$ cat config.mk
export PLATFORM = sky130hd
export DESIGN_NAME = amode_xfer
export DESIGN_NICKNAME = d
export VERILOG_FILES = /design/src/rtl/amode_pkg.sv /design/src/rtl/amode_regfile.sv /design/src/rtl/amode_agen.sv /design/src/rtl/amode_fsm.sv /design/src/rtl/amode_xfer.sv
export SDC_FILE = /design/constraint.sdc
export NUM_CORES = 1
export LEC_CHECK = 0
export BUFFER_PORTS_ARGS = -buffer_cell sky130_fd_sc_hd__clkbuf_2
export CAP_MARGIN = 20
export CORE_MARGIN = 3
export CORE_UTILIZATION = 30
export CTS_CLUSTER_DIAMETER = 50
export DETAILED_ROUTE_END_ITERATION = 16
export MAX_ROUTING_LAYER = met4
export SYNTH_ARGS = -nofsm -noshare
export SYNTH_HDL_FRONTEND = slang
export SYNTH_SLANG_ARGS = --single-unit
$ cat constraint.sdc
create_clock -name clk -period 4.5 [get_ports clk]
set_input_delay 0.45 -clock clk [delete_from_list [all_inputs] [get_ports clk]]
set_output_delay 0.45 -clock clk [all_outputs]
set_load 0.02 [all_outputs]
$ cat src/rtl/amode_pkg.sv
package amode_pkg;
  localparam logic [2:0] M_IMM  = 3'd0;
  localparam logic [2:0] M_DIR  = 3'd1;
  localparam logic [2:0] M_RIND = 3'd2;
  localparam logic [2:0] M_IDX  = 3'd3;
  localparam logic [2:0] M_MIND = 3'd4;

  typedef enum logic [1:0] {
    ST_IDLE = 2'd0,
    ST_WAIT = 2'd1,
    ST_CAPT = 2'd2
  } xfer_state_e;
endpackage

$ cat src/rtl/amode_regfile.sv
module amode_regfile #(
  parameter int DW   = 16,
  parameter int NREG = 8,
  localparam int RIW = $clog2(NREG)
) (
  input  logic           clk,
  input  logic           rst,
  input  logic           we,
  input  logic [RIW-1:0] widx,
  input  logic [DW-1:0]  wdata,
  input  logic [RIW-1:0] ra_idx,
  output logic [DW-1:0]  ra_data,
  input  logic [RIW-1:0] rb_idx,
  output logic [DW-1:0]  rb_data
);
  logic [DW-1:0] regs [NREG];

  for (genvar g = 0; g < NREG; g++) begin : g_reg
    always_ff @(posedge clk) begin
      if (rst)
        regs[g] <= '0;
      else if (we && widx == RIW'(g))
        regs[g] <= wdata;
    end
  end

  assign ra_data = regs[ra_idx];
  assign rb_data = regs[rb_idx];
endmodule

$ cat src/rtl/amode_agen.sv
module amode_agen
  import amode_pkg::*;
#(
  parameter int DW = 16,
  parameter int AW = 16
) (
  input  logic [2:0]    mode,
  input  logic [DW-1:0] imm,
  input  logic [DW-1:0] base_val,
  output logic [AW-1:0] ea,
  output logic [DW-1:0] base_next
);
  always_comb begin
    unique case (mode)
      M_RIND:  ea = AW'(base_val);
      M_IDX:   ea = AW'(base_val + imm);
      default: ea = AW'(imm);
    endcase
  end

  assign base_next = base_val + DW'(1);
endmodule

$ cat src/rtl/amode_fsm.sv
module amode_fsm
  import amode_pkg::*;
#(
  parameter int DW   = 16,
  parameter int AW   = 16,
  parameter int NREG = 8,
  localparam int RIW = $clog2(NREG)
) (
  input  logic           clk,
  input  logic           rst,
  input  logic           start,
  input  logic           op,
  input  logic [2:0]     mode,
  input  logic [RIW-1:0] reg_sel,
  input  logic [RIW-1:0] base_sel,
  input  logic           post_inc,
  input  logic [DW-1:0]  imm,
  input  logic [AW-1:0]  ea,
  input  logic [DW-1:0]  src_val,
  input  logic [DW-1:0]  base_next,
  input  logic [DW-1:0]  mem_rdata,
  output logic           rf_we,
  output logic [RIW-1:0] rf_widx,
  output logic [DW-1:0]  rf_wdata,
  output logic           busy,
  output logic           done,
  output logic           err,
  output logic [AW-1:0]  mem_addr,
  output logic           mem_we,
  output logic [DW-1:0]  mem_wdata
);
  xfer_state_e    state;
  logic           op_q;
  logic           ind_q;
  logic [RIW-1:0] rsel_q;
  logic [DW-1:0]  sdata_q;
  logic           accept;
  logic           legal;

  assign accept = start && (state == ST_IDLE);
  assign legal  = (mode <= M_MIND) && !(op && mode == M_IMM);
  assign busy   = (state != ST_IDLE);

  always_ff @(posedge clk) begin
    if (rst) begin
      state     <= ST_IDLE;
      done      <= 1'b0;
      err       <= 1'b0;
      mem_we    <= 1'b0;
      mem_addr  <= '0;
      mem_wdata <= '0;
      op_q      <= 1'b0;
      ind_q     <= 1'b0;
      rsel_q    <= '0;
      sdata_q   <= '0;
    end else begin
      done   <= 1'b0;
      err    <= 1'b0;
      mem_we <= 1'b0;
      unique case (state)
        ST_IDLE: begin
          if (accept) begin
            if (!legal) begin
              err <= 1'b1;
            end else begin
              op_q    <= op;
              rsel_q  <= reg_sel;
              ind_q   <= (mode == M_MIND);
              sdata_q <= src_val;
              if (mode == M_IMM) begin
                done <= 1'b1;
              end else if (mode == M_MIND) begin
                mem_addr <= AW'(imm);
                state    <= ST_WAIT;
              end else if (op) begin
                mem_addr  <= ea;
                mem_we    <= 1'b1;
                mem_wdata <= src_val;
                done      <= 1'b1;
              end else begin
                mem_addr <= ea;
                state    <= ST_WAIT;
              end
            end
          end
        end
        ST_WAIT: state <= ST_CAPT;
        ST_CAPT: begin
          if (ind_q && op_q) begin
            mem_addr  <= AW'(mem_rdata);
            mem_we    <= 1'b1;
            mem_wdata <= sdata_q;
            done      <= 1'b1;
            state     <= ST_IDLE;
          end else if (ind_q) begin
            mem_addr <= AW'(mem_rdata);
            ind_q    <= 1'b0;
            state    <= ST_WAIT;
          end else begin
            done  <= 1'b1;
            state <= ST_IDLE;
          end
        end
        default: state <= ST_IDLE;
      endcase
    end
  end

  always_comb begin
    rf_we    = 1'b0;
    rf_widx  = reg_sel;
    rf_wdata = imm;
    if (accept && legal) begin
      if (mode == M_IMM) begin
        rf_we = 1'b1;
      end else if (mode == M_RIND && post_inc) begin
        rf_we    = 1'b1;
        rf_widx  = base_sel;
        rf_wdata = base_next;
      end
    end
    if (state == ST_CAPT && !ind_q && !op_q) begin
      rf_we    = 1'b1;
      rf_widx  = rsel_q;
      rf_wdata = mem_rdata;
    end
  end
endmodule

$ cat src/rtl/amode_xfer.sv
module amode_xfer #(
  parameter int DW   = 16,
  parameter int AW   = 16,
  parameter int NREG = 8,
  localparam int RIW = $clog2(NREG)
) (
  input  logic           clk,
  input  logic           rst,
  input  logic           start,
  input  logic           op,
  input  logic [2:0]     mode,
  input  logic [RIW-1:0] reg_sel,
  input  logic [RIW-1:0] base_sel,
  input  logic           post_inc,
  input  logic [DW-1:0]  imm,
  output logic           busy,
  output logic           done,
  output logic           err,
  output logic [AW-1:0]  mem_addr,
  output logic           mem_we,
  output logic [DW-1:0]  mem_wdata,
  input  logic [DW-1:0]  mem_rdata
);
  logic           rf_we;
  logic [RIW-1:0] rf_widx;
  logic [DW-1:0]  rf_wdata;
  logic [DW-1:0]  src_val;
  logic [DW-1:0]  base_val;
  logic [DW-1:0]  base_next;
  logic [AW-1:0]  ea;

  amode_regfile #(.DW(DW), .NREG(NREG)) u_rf (
    .clk(clk), .rst(rst),
    .we(rf_we), .widx(rf_widx), .wdata(rf_wdata),
    .ra_idx(reg_sel), .ra_data(src_val),
    .rb_idx(base_sel), .rb_data(base_val)
  );

  amode_agen #(.DW(DW), .AW(AW)) u_agen (
    .mode(mode), .imm(imm), .base_val(base_val),
    .ea(ea), .base_next(base_next)
  );

  amode_fsm #(.DW(DW), .AW(AW), .NREG(NREG)) u_fsm (
    .clk(clk), .rst(rst), .start(start), .op(op), .mode(mode),
    .reg_sel(reg_sel), .base_sel(base_sel), .post_inc(post_inc), .imm(imm),
    .ea(ea), .src_val(src_val), .base_next(base_next), .mem_rdata(mem_rdata),
    .rf_we(rf_we), .rf_widx(rf_widx), .rf_wdata(rf_wdata),
    .busy(busy), .done(done), .err(err),
    .mem_addr(mem_addr), .mem_we(mem_we), .mem_wdata(mem_wdata)
  );
endmodule

== Word level (Yosys, flattened, before mapping) ==
Memory sizes are Yosys's and may differ from the RTL's.
Cells that the tools add are included.

* $add $sub $neg: 2
* Multiply operators: 0
* Div/mod/pow operators: 0
* Order comparisons: 1
* Equality and inequality tests: 21
* Shifts and indexed selects: 0
* Muxes and demuxes: 87
* Bitwise logic cells: 10
* Reduce and logical (&&, ||, !) cells: 30

{| class="wikitable"
|+ Operator list
! operator !! number
|-
| 2-to-1 mux 16 bit || 24
|-
| one-hot mux 16 bit (2 select lines) || 3
|-
| 2-to-1 mux 1 bit || 46
|-
| adder 16 x 1 -> 16 bit, second input constant || 1
|-
| adder 16 bit || 1
|-
| logical AND 1 bit || 16
|-
| == test 3 bit, second input constant || 5
|-
| == test 3 x 2 -> 1 bit, second input constant || 4
|-
| 2-to-1 mux 2 bit || 6
|-
| 2-to-1 mux 3 bit || 4
|-
| inequality test 2 bit, second input constant || 4
|-
| OR 1 bit || 8
|-
| AND reduction 4 bit || 2
|-
| AND reduction 7 bit || 1
|-
| logical NOT 3 bit || 2
|-
| inequality test 2 x 1 -> 1 bit, second input constant || 3
|-
| one-hot mux 1 bit (2 select lines) || 3
|-
| one-hot mux 2 bit (3 select lines) || 1
|-
| AND reduction 5 bit || 1
|-
| nonzero test 2 bit || 2
|-
| == test 3 x 1 -> 1 bit, second input constant || 1
|-
| less-or-equal comparator 3 bit, second input constant || 1
|-
| logical NOT 1 bit || 3
|-
| inequality test 3 x 1 -> 1 bit, second input constant || 1
|-
| 7 further kinds || 8
|}

* Register bits after elaboration: 58
* Latch bits: 0
* Bits in writable memories: 128
* Memory bits (read-only): 0
* Bits of input ports: 46
* Output and inout port bits: 36
* Word-level logic and storage cells: 162
* Memories kept: 1

{| class="wikitable"
|+ Memories
! memory !! depth !! bits a word !! rd ports !! clocked after memory_dff !! write ports !! line !! RTL
|-
| u_rf.regs || 8 || 16 || 2 || 0 || 8 || amode_regfile.sv:16 || <nowiki>logic [DW-1:0] regs [NREG];</nowiki>
|}

== Longest topological paths before layout ==
Gate-level depths: netlist of the first run.

* Depth in word-level cells: 13
* Mapped depth: 15
* Gate-level depth less buffers: 12

== Hierarchy ==
From an unflattened synthesis of the first run, not the netlist that was laid out.

* Cell total of the unflattened synthesis: 958
* Area, all modules: 11330.9 um2

{| class="wikitable"
|+ Modules (own cells, without submodules)
! module !! times used !! cells each !! area each (um2) !! sequential area each (um2)
|-
| amode_regfile || 1 || 431 || 6912.9 || 3843.7
|-
| amode_fsm || 1 || 341 || 3059.2 || 1161.1
|-
| amode_agen || 1 || 186 || 1358.8 || 0.0
|}

== Worst setup path before layout of the first run ==
OpenSTA, ideal clock, no wires.

* Path type: input -> register
* From: input port base_sel[0]
* To: register u_fsm.mem_addr[15]
* Library setup time: 0.136 ns
* Data arrival time: 3.454 ns
* Data required time: 4.364 ns
* Slack: 0.910 ns
* Stages: 13
* Buffers on the path: 3
* Cells stage by stage: buf_6 > buf_12 > buf_12 > mux4_2 > mux2_2 > ha_1 > a211o_1 > a2111o_1 > a21oi_1 > o31ai_1 > a21oi_1 > nor3b_1 > o32ai_1

* Cells in the longest elaborated chain, start to end: 8

{| class="wikitable"
|+ RTL lines
! item !! line !! RTL
|-
| from (decl) || amode_xfer.sv:13 || <nowiki>input logic [RIW-1:0] base_sel,</nowiki>
|-
| memory (8 x 16 bit) * || n/a ||
|-
| adder 16 bit || amode_agen.sv:16 || <nowiki>M_IDX: ea = AW'(base_val + imm);</nowiki>
|-
| one-hot mux 16 bit (2 select lines) * || amode_agen.sv:14 || <nowiki>unique case (mode)</nowiki>
|-
| 2-to-1 mux 16 bit * || amode_fsm.sv:72 || <nowiki>end else if (mode == M_MIND) begin</nowiki>
|-
| 2-to-1 mux 16 bit * || amode_fsm.sv:70 || <nowiki>if (mode == M_IMM) begin</nowiki>
|-
| 2-to-1 mux 16 bit * || amode_fsm.sv:63 || <nowiki>if (!legal) begin</nowiki>
|-
| 2-to-1 mux 16 bit * || amode_fsm.sv:62 || <nowiki>if (accept) begin</nowiki>
|-
| one-hot mux 16 bit (2 select lines) * || amode_fsm.sv:60 || <nowiki>unique case (state)</nowiki>
|-
| to (signal assigned) || amode_fsm.sv:73 || <nowiki>mem_addr <= AW'(imm);</nowiki>
|-
| to (signal assigned) || amode_fsm.sv:90 || <nowiki>mem_addr <= AW'(mem_rdata);</nowiki>
|-
| to (signal assigned) || amode_fsm.sv:96 || <nowiki>mem_addr <= AW'(mem_rdata);</nowiki>
|-
| to (decl) || amode_fsm.sv:28 || <nowiki>output logic [AW-1:0] mem_addr,</nowiki>
|}

Every way passes the cells marked *; elsewhere a longest branch is shown, timed or not. The select of a mux whose other input is x is not followed.
A chain may end at the register's enable or synchronous reset.

== Worst setup path in the final report of the first run ==
* From: input port base_sel[0]
* To: register u_fsm.mem_addr[10]

Same word-level chain as after synthesis.

==> results of run 1 <==
[kinds of logic (layout without fill, tap and decap cells)]
kind of cell	after synthesis	count (layout)	synth area share, %
AND/OR/NAND/NOR	358	358	14.63
AO/OA/AOI/OAI	211	211	13.41
flip-flops	186	186	45.68
multiplexers	109	109	18.19
buffers and inverters	91	165	4.957
adder cells (fa/ha/maj)	17	17	2.010
XOR/XNOR	14	14	1.119
[metal layers]
| layer | vias up | wire length, um | track usage [%] |
|---|---|---|---|
| met5 | - | 0 | - |
| met4 | 0 | 1185 | 7.260 |
| met3 | 53 | 2317 | 3.019 |
| met2 | 352 | 15300 | 27.12 |
| met1 | 4082 | 13360 | 21.61 |
| li1 | 3846 | - | - |
[cell usage after synthesis, types with 5 or more instances]
library cell	n	area (um^2)
xnor2_1	12	105.1
o21a_1	10	75.07
nor3_1	24	120.1
a211oi_1	29	217.7
a21oi_1	45	225.2
clkbuf_1	33	123.9
inv_1	16	60.06
edfxtp_1	128	3844
mux2i_1	31	310.3
nand2_1	74	277.8
o21ai_0	29	145.1
nand3_1	13	65.06
nor2_2	9	56.30
a31oi_1	8	50.05
buf_2	14	70.07
mux4_1	11	289.0
nor2b_1	6	37.54
o211ai_1	29	217.7
clkbuf_8	5	68.82
ha_1	16	200.2
mux4_2	53	1194
o21ai_1	9	45.04
nand4_1	6	37.54
or3_1	8	50.05
a22oi_1	5	37.54
nand2b_1	11	68.82
buf_6	11	123.9
nor2_1	180	675.7
mux2_2	7	78.83
dfxtp_1	58	1161
[path summary, 6_finish.rpt]
path,cells after the start,slack (ps),end
min reg2reg,2,450,u_fsm.mem_wdata[8]$_SDFFE_PP0P_
max,13,860,u_fsm.mem_addr[10]$_SDFFE_PP0P_
max reg2reg,10,1010,u_fsm.mem_addr[15]$_SDFFE_PP0P_
min,3,300,u_fsm.mem_addr[5]$_SDFFE_PP0P_
[sequential cells by signal, summed over array words and instances, names as in the netlist, 2 cells and up]
name	count
u_rf.regs	128
u_fsm.mem_wdata	16
u_fsm.state	2
u_fsm.rsel_q	3
u_fsm.mem_addr	16
u_fsm.sdata_q	16
[worst max-delay path, delay by kind of cell]
family | cells | cell delay (ps)
AND/OR/NAND/NOR | 2 | 530
buffers and inverters | 4 | 900
AO/OA/AOI/OAI | 4 | 710
adder cells (fa/ha/maj) | 1 | 390
multiplexers | 2 | 1010
[power groups by stage]
stage	clock [uW]	combinational, uW	sequential [uW]
floorplan	0	523	2000
CTS	1490	764	1950
detailed placement	0	761	1990
finish	1460	768	1950
global placement	0	754	1980
global route	1550	835	1960
[cells in the final DEF, fill, tap and decap left out, types with 31 or more instances in the layout]
master,netlist,layout
clkbuf_2,2,81
dfxtp_1,58,58
mux2i_1,31,31
edfxtp_1,128,128
a21oi_1,45,44
buf_4,0,34
mux4_2,53,53
nand2_1,74,74
nor2_1,180,179
[stage by stage]
step | cells | setup WS [ps]
6_report | 1521 | 858.7
5_1_grt | 1521 | 612.6
4_1_cts | 1521 | 880.7
3_5_place_dp | 1490 | 407.9
3_3_place_gp | 1490 | 496.2
2_1_floorplan | 986 | 910.2
[cell type report]
type	count	area (um^2)
Clock buffer	17	425.4
Tap cell	461	576.8
Inverter	19	71.32
Multi-Input combinational cell	709	5416
Timing Repair Buffer	115	660.6
Sequential cell	186	5005
Fill cell	3540	23460
Clock inverter	14	126.4
==> impl_results.html, run 1 <==
<table>
<tr><th>Metric</th><th>Value</th></tr>
<tr><th colspan="2">Power</th></tr>
<tr><td>Switching power as a share of total power</td><td>~30%</td></tr>
<tr><td>Power per cell area</td><td>340.3 nW/um^2</td></tr>
<tr><td>Flop pwr share</td><td>a little under half</td></tr>
<tr><td>Final Power</td><td>between 4000 and 5000 uW</td></tr>
<tr><td>Switching power</td><td>about 1200 uW</td></tr>
<tr><td>Leakage power</td><td>0.004612 uW</td></tr>
<tr><td>Internal</td><td>just under 3000 uW</td></tr>
<tr><td>Combinational share of power</td><td>18.4%</td></tr>
<tr><td>Worst ir drop on vdd</td><td>0.0002917 V</td></tr>
<tr><td>Relative contribution of the clock network to total power</td><td>between 30% and 40%</td></tr>
<tr><th colspan="2">Drt</th></tr>
<tr><td>Routed Antenna Nets</td><td>0</td></tr>
<tr><td>Drt initial violations</td><td>681</td></tr>
<tr><td>Total detailed-routing wirelength</td><td>around 32000 um</td></tr>
<tr><td>DRC</td><td>0</td></tr>
<tr><td>Number of vias after detailed routing</td><td>roughly 8300</td></tr>
<tr><td>Number of optimization iterations in the first detailed-route pass</td><td>6</td></tr>
<tr><td>Routed length per placed instance</td><td>roughly 21 um</td></tr>
<tr><td>Via density per instance</td><td>5.479</td></tr>
<tr><th colspan="2">Timing</th></tr>
<tr><td>Peak clock frequency supported by timing</td><td>between 200 and 300 MHz</td></tr>
<tr><td>Final Setup Violations</td><td>0</td></tr>
<tr><td>Final hold viol count</td><td>0</td></tr>
<tr><td>Period minus WS final</td><td>3641 ps</td></tr>
<tr><td>Worst slew margin relative to its limit</td><td>36.04%</td></tr>
<tr><td>Worst clock skew on the final layout</td><td>12.84 ps</td></tr>
<tr><td>Max Slew Vio Count</td><td>0</td></tr>
<tr><td>Sum of negative setup slack</td><td>0 ps</td></tr>
<tr><td>Tightest Pin Transition</td><td>between 900 and 1000 ps</td></tr>
<tr><td>Post-route worst hold slack</td><td>297.8 ps</td></tr>
<tr><td>RSZ-0062 raised after global routing</td><td>no</td></tr>
<tr><td>Final critical-path share of the clock period</td><td>80.92%</td></tr>
<tr><th colspan="2">Logic synthesis</th></tr>
<tr><td>Number of flops mapped to enable cells by yosys</td><td>128</td></tr>
<tr><td>Cell count after synthesis</td><td>~1000</td></tr>
<tr><td>Dominant register cell in the synthesized netlist</td><td>edfxtp_1</td></tr>
<tr><td>Synth Area per Inst</td><td>between 10 and 15 um^2</td></tr>
<tr><td>Share of synthesized flip-flops with an asynchronous set or reset</td><td>0%</td></tr>
<tr><td>Flip-flop and latch count after synthesis</td><td>186</td></tr>
<tr><td>Post-synthesis instance area</td><td>10960 um^2</td></tr>
<tr><td>Share of the yosys chip area belonging to registers</td><td>a little under half</td></tr>
<tr><td>Count of cell types in the netlist</td><td>85</td></tr>
<tr><td>Total number of yosys warnings</td><td>0</td></tr>
<tr><td>Net Count, Synth</td><td>between 1000 and 1500</td></tr>
<tr><th colspan="2">Worst setup path</th></tr>
<tr><td>Cell-by-cell listing of the critical path</td><td>clkbuf_2, buf_4, mux4_1, mux2i_2, inv_1, ha_1, and3_1, a21oi_1, inv_1, o31ai_1, a31oi_1, or3_1, a21oi_1</td></tr>
<tr><td>Sort of element at the end of the critical path</td><td>flop</td></tr>
<tr><td>CP required</td><td>4880 ps</td></tr>
<tr><td>Worst flop-to-flop path startpoint</td><td>u_rf.regs[1][2]$_SDFFCE_PN0P_</td></tr>
<tr><td>Critical path class</td><td>input port to flop</td></tr>
<tr><td>Crit. Startpoint</td><td>base_sel[0]</td></tr>
<tr><td>Startpoint Class</td><td>input port</td></tr>
<tr><td>Slowest cell on crit path</td><td>mux4_1</td></tr>
<tr><td>Delay of the slowest critical-path stage</td><td>around 600 ps</td></tr>
<tr><td>CP Data Arrival Time</td><td>4020 ps</td></tr>
<tr><td>Largest fanout on the critical path</td><td>12</td></tr>
<tr><th colspan="2">Clock tree</th></tr>
<tr><td># Post-CTS Setup Buffers</td><td>0</td></tr>
<tr><td>CTS tree</td><td>done</td></tr>
<tr><td>Clock Pin Slew Worst Setup and Hold Paths</td><td>~80 ps</td></tr>
<tr><td>Clock latency at the later pin of the worst-skew pair</td><td>450 ps</td></tr>
<tr><td>Clock sink count</td><td>~190</td></tr>
<tr><td>Gates resized, CTS repair</td><td>0</td></tr>
<tr><td>H-tree level count</td><td>4</td></tr>
<tr><td>Clock root cell</td><td>clkbuf_16</td></tr>
<tr><td>Inserted Clock Buffers</td><td>17</td></tr>
<tr><td>Quantity of hold-fixing buffers added after cts</td><td>0</td></tr>
<tr><td>Deepest clock path buffer count</td><td>2</td></tr>
<tr><th colspan="2">GRT</th></tr>
<tr><td>Initial antenna violation count</td><td>0</td></tr>
<tr><td>Total congestion overflow</td><td>0</td></tr>
<tr><td>Wire length of the first global-routing pass</td><td>48530 um</td></tr>
<tr><td>Vias in the first global route</td><td>7902</td></tr>
<tr><td>Pin count of the biggest net entering global routing</td><td>47</td></tr>
<tr><td>GRT Util Overall</td><td>~17%</td></tr>
<tr><th colspan="2">Floorplanning</th></tr>
<tr><td>DIE AREA</td><td>38850 um^2</td></tr>
<tr><td>Area of the core region</td><td>35740 um^2</td></tr>
<tr><td>Horizontal die dimension</td><td>about 200 um</td></tr>
<tr><td>Starting utilization of the core area</td><td>between 30 and 40%</td></tr>
<tr><td>Die Y-Extent</td><td>a little under 200 um</td></tr>
<tr><td>Number of placement rows</td><td>between 60 and 70</td></tr>
<tr><td>IO Count</td><td>82</td></tr>
<tr><th colspan="2">Flow run</th></tr>
<tr><td>Max capacitance violation total</td><td>0</td></tr>
<tr><th colspan="2">Final layout</th></tr>
<tr><td>Antenna diodes</td><td>0</td></tr>
<tr><td>Fraction of layout cells with a size suffix above 1</td><td>between 20% and 30%</td></tr>
<tr><td>Area delta synth-&gt;final</td><td>12.11%</td></tr>
<tr><td>Count of nets after finishing</td><td>about 1100</td></tr>
<tr><td>Cell area after layout</td><td>12280 um^2</td></tr>
<tr><td>Post-layout utilization of the core</td><td>between 30% and 40%</td></tr>
<tr><th colspan="2">Placed design</th></tr>
<tr><td>Half-perimeter wire length after detailed placement</td><td>22810 um</td></tr>
<tr><td>Post-DP Area</td><td>approximately 12000 um^2</td></tr>
<tr><td>RePlAce Congestion</td><td>approximately 0.91</td></tr>
<tr><td>Count of buffers inserted at the top-level ports</td><td>81</td></tr>
<tr><th colspan="2">Run status</th></tr>
<tr><td>Run status</td><td>finished, final reports clean</td></tr>
<tr><th colspan="2">Worst hold path</th></tr>
<tr><td>Startpoint of the most critical hold path</td><td>mem_rdata[5]</td></tr>
<tr><td>Kind of path behind the tightest hold check</td><td>input port to flop</td></tr>
</table>
(Power assumes the default switching activity.)
==> inputs of run 2 (changes only) <==
- clock period: 4.5 -> 3 ns (I/O delays scaled with it)
==> impl_results.html, run 2 (same netlist as run 1, synthesis figures left out) <==
<table>
<tr><th>Metric</th><th>Value</th></tr>
<tr><th colspan="2">Run status</th></tr>
<tr><td>Run status</td><td>finished with violations (was finished, final reports clean)</td></tr>
<tr><td>Failing checks</td><td>setup timing</td></tr>
<tr><th colspan="2">Floorplanning</th></tr>
<tr><td>Starting utilization of the core area</td><td>30.65% (unchanged)</td></tr>
<tr><td>Horizontal die dimension</td><td>197.1 um (unchanged)</td></tr>
<tr><td>DIE AREA</td><td>38850 um^2 (unchanged)</td></tr>
<tr><td>IO Count</td><td>82 (unchanged)</td></tr>
<tr><td>Number of placement rows</td><td>69 (unchanged)</td></tr>
<tr><td>Die Y-Extent</td><td>197.1 um (unchanged)</td></tr>
<tr><td>Area of the core region</td><td>35740 um^2 (unchanged)</td></tr>
<tr><th colspan="2">Clock tree</th></tr>
<tr><td>Clock latency at the later pin of the worst-skew pair</td><td>440 ps (was 450 ps)</td></tr>
<tr><td>H-tree level count</td><td>4 (unchanged)</td></tr>
<tr><td>Inserted Clock Buffers</td><td>17 (unchanged)</td></tr>
<tr><td>CTS tree</td><td>done (unchanged)</td></tr>
<tr><td>Quantity of hold-fixing buffers added after cts</td><td>0 (unchanged)</td></tr>
<tr><td>Clock Pin Slew Worst Setup and Hold Paths</td><td>80 ps (about the same)</td></tr>
<tr><td>Deepest clock path buffer count</td><td>2 (unchanged)</td></tr>
<tr><td>Clock sink count</td><td>186 (unchanged)</td></tr>
<tr><td>Clock root cell</td><td>clkbuf_16 (unchanged)</td></tr>
<tr><th colspan="2">Power</th></tr>
<tr><td>Relative contribution of the clock network to total power</td><td>36.1% (was 34.9%)</td></tr>
<tr><td>Power per cell area</td><td>505.5 nW/um^2 (was 340.3 nW/um^2)</td></tr>
<tr><td>Internal</td><td>4847 uW (was 2933 uW)</td></tr>
<tr><td>Worst ir drop on vdd</td><td>0.0004339 V (was 0.0002917 V)</td></tr>
<tr><td>Combinational share of power</td><td>20.9% (was 18.4%)</td></tr>
<tr><td>Switching power</td><td>1952 uW (was 1246 uW)</td></tr>
<tr><td>Switching power as a share of total power</td><td>28.71% (was 29.83%)</td></tr>
<tr><td>Flop pwr share</td><td>43.1% (was 46.7%)</td></tr>
<tr><td>Leakage power</td><td>0.005212 uW (was 0.004612 uW)</td></tr>
<tr><th colspan="2">Worst setup path</th></tr>
<tr><td>Crit. Startpoint</td><td>u_rf.regs[3][0]$_SDFFCE_PN0P_ (was base_sel[0])</td></tr>
<tr><td>Delay of the slowest critical-path stage</td><td>510 ps (was 600 ps)</td></tr>
<tr><td>R2R Path End</td><td>u_fsm.mem_addr[10]$_SDFFE_PP0P_ (was u_fsm.mem_addr[15]$_SDFFE_PP0P_)</td></tr>
<tr><td>Capture point of the critical path</td><td>u_fsm.mem_addr[10]$_SDFFE_PP0P_ (unchanged)</td></tr>
<tr><td>Number of cells traversed by the worst register-to-register path</td><td>12 (was 10)</td></tr>
<tr><td>Critical path class</td><td>flop to flop (was input port to flop)</td></tr>
<tr><td>Largest fanout on the critical path</td><td>4 (was 12)</td></tr>
<tr><td>Crit path depth</td><td>12 (was 13)</td></tr>
<tr><td>Startpoint Class</td><td>flop (was input port)</td></tr>
<tr><td>Flop2flop setup slack</td><td>-160 ps (was 1010 ps)</td></tr>
<tr><td>CP Buf/Inv Count</td><td>1 (was 4)</td></tr>
<tr><td>Sort of element at the end of the critical path</td><td>flop (unchanged)</td></tr>
<tr><td>Cell-by-cell listing of the critical path</td><td>mux4_2, mux2_4, ha_4, inv_2, fa_2, nor2b_2, o31a_1, o2111a_2, or4_1, a31oi_1, or3_1, a21oi_1 (was clkbuf_2, buf_4, mux4_1, mux2i_2, inv_1, ha_1, and3_1, a21oi_1, inv_1, o31ai_1, a31oi_1, or3_1, a21oi_1)</td></tr>
<tr><td>Slowest cell on crit path</td><td>mux4_2 (was mux4_1)</td></tr>
<tr><td>CP required</td><td>3330 ps (was 4880 ps)</td></tr>
<tr><td>Worst flop-to-flop path startpoint</td><td>u_rf.regs[3][0]$_SDFFCE_PN0P_ (was u_rf.regs[1][2]$_SDFFCE_PN0P_)</td></tr>
<tr><td>CP Data Arrival Time</td><td>3480 ps (was 4020 ps)</td></tr>
<tr><td>Crit path max-delay family</td><td>multiplexers (unchanged)</td></tr>
<tr><th colspan="2">Timing</th></tr>
<tr><td>Max Slew Vio Count</td><td>0 (unchanged)</td></tr>
<tr><td>Period minus WS final</td><td>3159 ps</td></tr>
<tr><td>Worst slew margin relative to its limit</td><td>49.42% (was 36.04%)</td></tr>
<tr><td>Tightest Pin Transition</td><td>758.7 ps (was 959.4 ps)</td></tr>
<tr><td>Post-route worst hold slack</td><td>148.1 ps (was 297.8 ps)</td></tr>
<tr><td>Peak clock frequency supported by timing</td><td>about 320 MHz</td></tr>
<tr><td>Sum of negative setup slack</td><td>-1148 ps (was 0 ps)</td></tr>
<tr><td>Final Setup Violations</td><td>10 (was 0)</td></tr>
<tr><td>Worst clock skew on the final layout</td><td>13.48 ps (was 12.84 ps)</td></tr>
<tr><td>Final critical-path share of the clock period</td><td>105.3%</td></tr>
<tr><td>RSZ-0062 raised after global routing</td><td>yes (was no)</td></tr>
<tr><td>Setup slack after layout</td><td>-158.9 ps (was 858.7 ps)</td></tr>
<tr><td>Final hold viol count</td><td>0 (unchanged)</td></tr>
<tr><th colspan="2">Final layout</th></tr>
<tr><td># fillers</td><td>3516 (was 3540)</td></tr>
<tr><td>Largest register FFs</td><td>128 (unchanged)</td></tr>
<tr><td>Fraction of layout cells with a size suffix above 1</td><td>32.56% (was 23.30%)</td></tr>
<tr><td>Filler-free cell count of the finished design</td><td>1628 (was 1521)</td></tr>
<tr><td>Count of nets after finishing</td><td>1217 (was 1111)</td></tr>
<tr><td>Post-layout utilization of the core</td><td>37.63% (was 34.36%)</td></tr>
<tr><td>Largest register by flop count</td><td>u_rf.regs (unchanged)</td></tr>
<tr><td>Antenna diodes</td><td>0 (unchanged)</td></tr>
<tr><td>Most common cell after layout, fill and taps aside</td><td>nor2_1 (unchanged)</td></tr>
<tr><td>Cell area after layout</td><td>13450 um^2 (was 12280 um^2)</td></tr>
<tr><td>Area delta synth-&gt;final</td><td>22.75% (was 12.11%)</td></tr>
<tr><td>Most used cells in the layout excluding fill and tap cells</td><td>179 x nor2_1, 129 x buf_4, 128 x edfxtp_1, 81 x clkbuf_2, 74 x nand2_1 (was 179 x nor2_1, 128 x edfxtp_1, 81 x clkbuf_2, 74 x nand2_1, 58 x dfxtp_1)</td></tr>
<tr><th colspan="2">Drt</th></tr>
<tr><td>Number of vias after detailed routing</td><td>8675 (was 8333)</td></tr>
<tr><td>Routed Antenna Nets</td><td>0 (unchanged)</td></tr>
<tr><td>Drt initial violations</td><td>792 (was 681)</td></tr>
<tr><td>DRC</td><td>0 (unchanged)</td></tr>
<tr><td>Total detailed-routing wirelength</td><td>32910 um (was 32170 um)</td></tr>
<tr><td>Via density per instance</td><td>5.329 (was 5.479)</td></tr>
<tr><td>Number of optimization iterations in the first detailed-route pass</td><td>5 (was 6)</td></tr>
<tr><td>Routed length per placed instance</td><td>20.22 um (was 21.15 um)</td></tr>
<tr><th colspan="2">GRT</th></tr>
<tr><td>Initial antenna violation count</td><td>0 (unchanged)</td></tr>
<tr><td>Pin count of the biggest net entering global routing</td><td>47 (unchanged)</td></tr>
<tr><td>Vias in the first global route</td><td>8385 (was 7902)</td></tr>
<tr><td>Wire length of the first global-routing pass</td><td>50630 um (was 48530 um)</td></tr>
<tr><td>Total congestion overflow</td><td>0 (unchanged)</td></tr>
<tr><td>GRT Util Overall</td><td>17.57% (was 17.07%)</td></tr>
<tr><th colspan="2">Placed design</th></tr>
<tr><td>Inst Count DP</td><td>1588 (was 1490)</td></tr>
<tr><td>Count of buffers inserted at the top-level ports</td><td>81 (unchanged)</td></tr>
<tr><td>Post-DP Area</td><td>12660 um^2 (was 11730 um^2)</td></tr>
<tr><td>RePlAce Congestion</td><td>0.9163 (was 0.9084)</td></tr>
<tr><td>Half-perimeter wire length after detailed placement</td><td>24720 um (was 22810 um)</td></tr>
<tr><th colspan="2">Worst hold path</th></tr>
<tr><td>Kind of path behind the tightest hold check</td><td>input port to flop (unchanged)</td></tr>
<tr><th colspan="2">Flow run</th></tr>
<tr><td>Max capacitance violation total</td><td>0 (unchanged)</td></tr>
</table>
[run 2: worst register-to-register path, stage by stage, from the launching register on]
cell and delay (ps):
edfxtp_1 400, mux4_2 510, mux2_4 320, ha_4 180, inv_2 50, fa_2 210
nor2b_2 50, o31a_1 290, o2111a_2 290, or4_1 400, a31oi_1 180, or3_1 120
a21oi_1 50
[run 2: timing repair]
action	in CTS	in global routing
pin swaps	15	11
gates cloned	0	0
setup buffers	3	5
resized for setup	9	13
endpoints found under the setup margin	10	12
endpoints found under the hold margin	0	0
[run 2: metal layers]
metal | share of wire, % | track usage, %
met1 | 44 | 23.51
met2 | 46 | 27.00
met3 | 6.9 | 3.104
met4 | 3.0 | 6.283
met5 | 0 | -
[run 2: through the flow]
stage	setup slack [ps]	power [uW]
after floorplan	-320.9	3803
after global placement	-401.0	4322
after detailed placement	-501.6	4344
after CTS	-159.9	6803
after global routing	-240.7	7076
final	-158.9	6798
[run 2: final cells by class]
type / count / area [um^2] / area share, %
clock inverters: 15 / 210.2 / 1.563
well taps: 461 / 576.8 / 4.289
repair buffers: 221 / 1594 / 11.85
flip-flops and latches: 186 / 5005 / 37.22
inverters: 19 / 71.32 / 0.5303
multi-input cells: 709 / 5565 / 41.38
clock buffers: 17 / 425.4 / 3.163
[run 2: power by group through the flow]
stage | registers (uW) | logic (uW) | clock network [uW]
final | 2930 | 1420 | 2450
after global routing | 2940 | 1540 | 2600
after CTS | 2930 | 1390 | 2490
after detailed placement | 2980 | 1360 | 0
after global placement | 2980 | 1350 | 0
after floorplan | 3000 | 804 | 0
[run 2: how the worst min path moves through the flow]
stage | startpoint | end | slack (ps) | cells after the start
final | mem_rdata[5] | u_fsm.mem_addr[5]$_SDFFE_PP0P_ | 150 | 3
after global routing | mem_rdata[5] | u_fsm.mem_addr[5]$_SDFFE_PP0P_ | 150 | 3
after CTS | mem_rdata[5] | u_fsm.mem_addr[5]$_SDFFE_PP0P_ | 140 | 3
after detailed placement | u_fsm.mem_wdata[13]$_SDFFE_PP0P_ | u_fsm.mem_wdata[13]$_SDFFE_PP0P_ | 450 | 2
after global placement | u_fsm.mem_wdata[13]$_SDFFE_PP0P_ | u_fsm.mem_wdata[13]$_SDFFE_PP0P_ | 440 | 2
after floorplan | op | u_fsm.op_q$_SDFFE_PP0P_ | 450 | 2
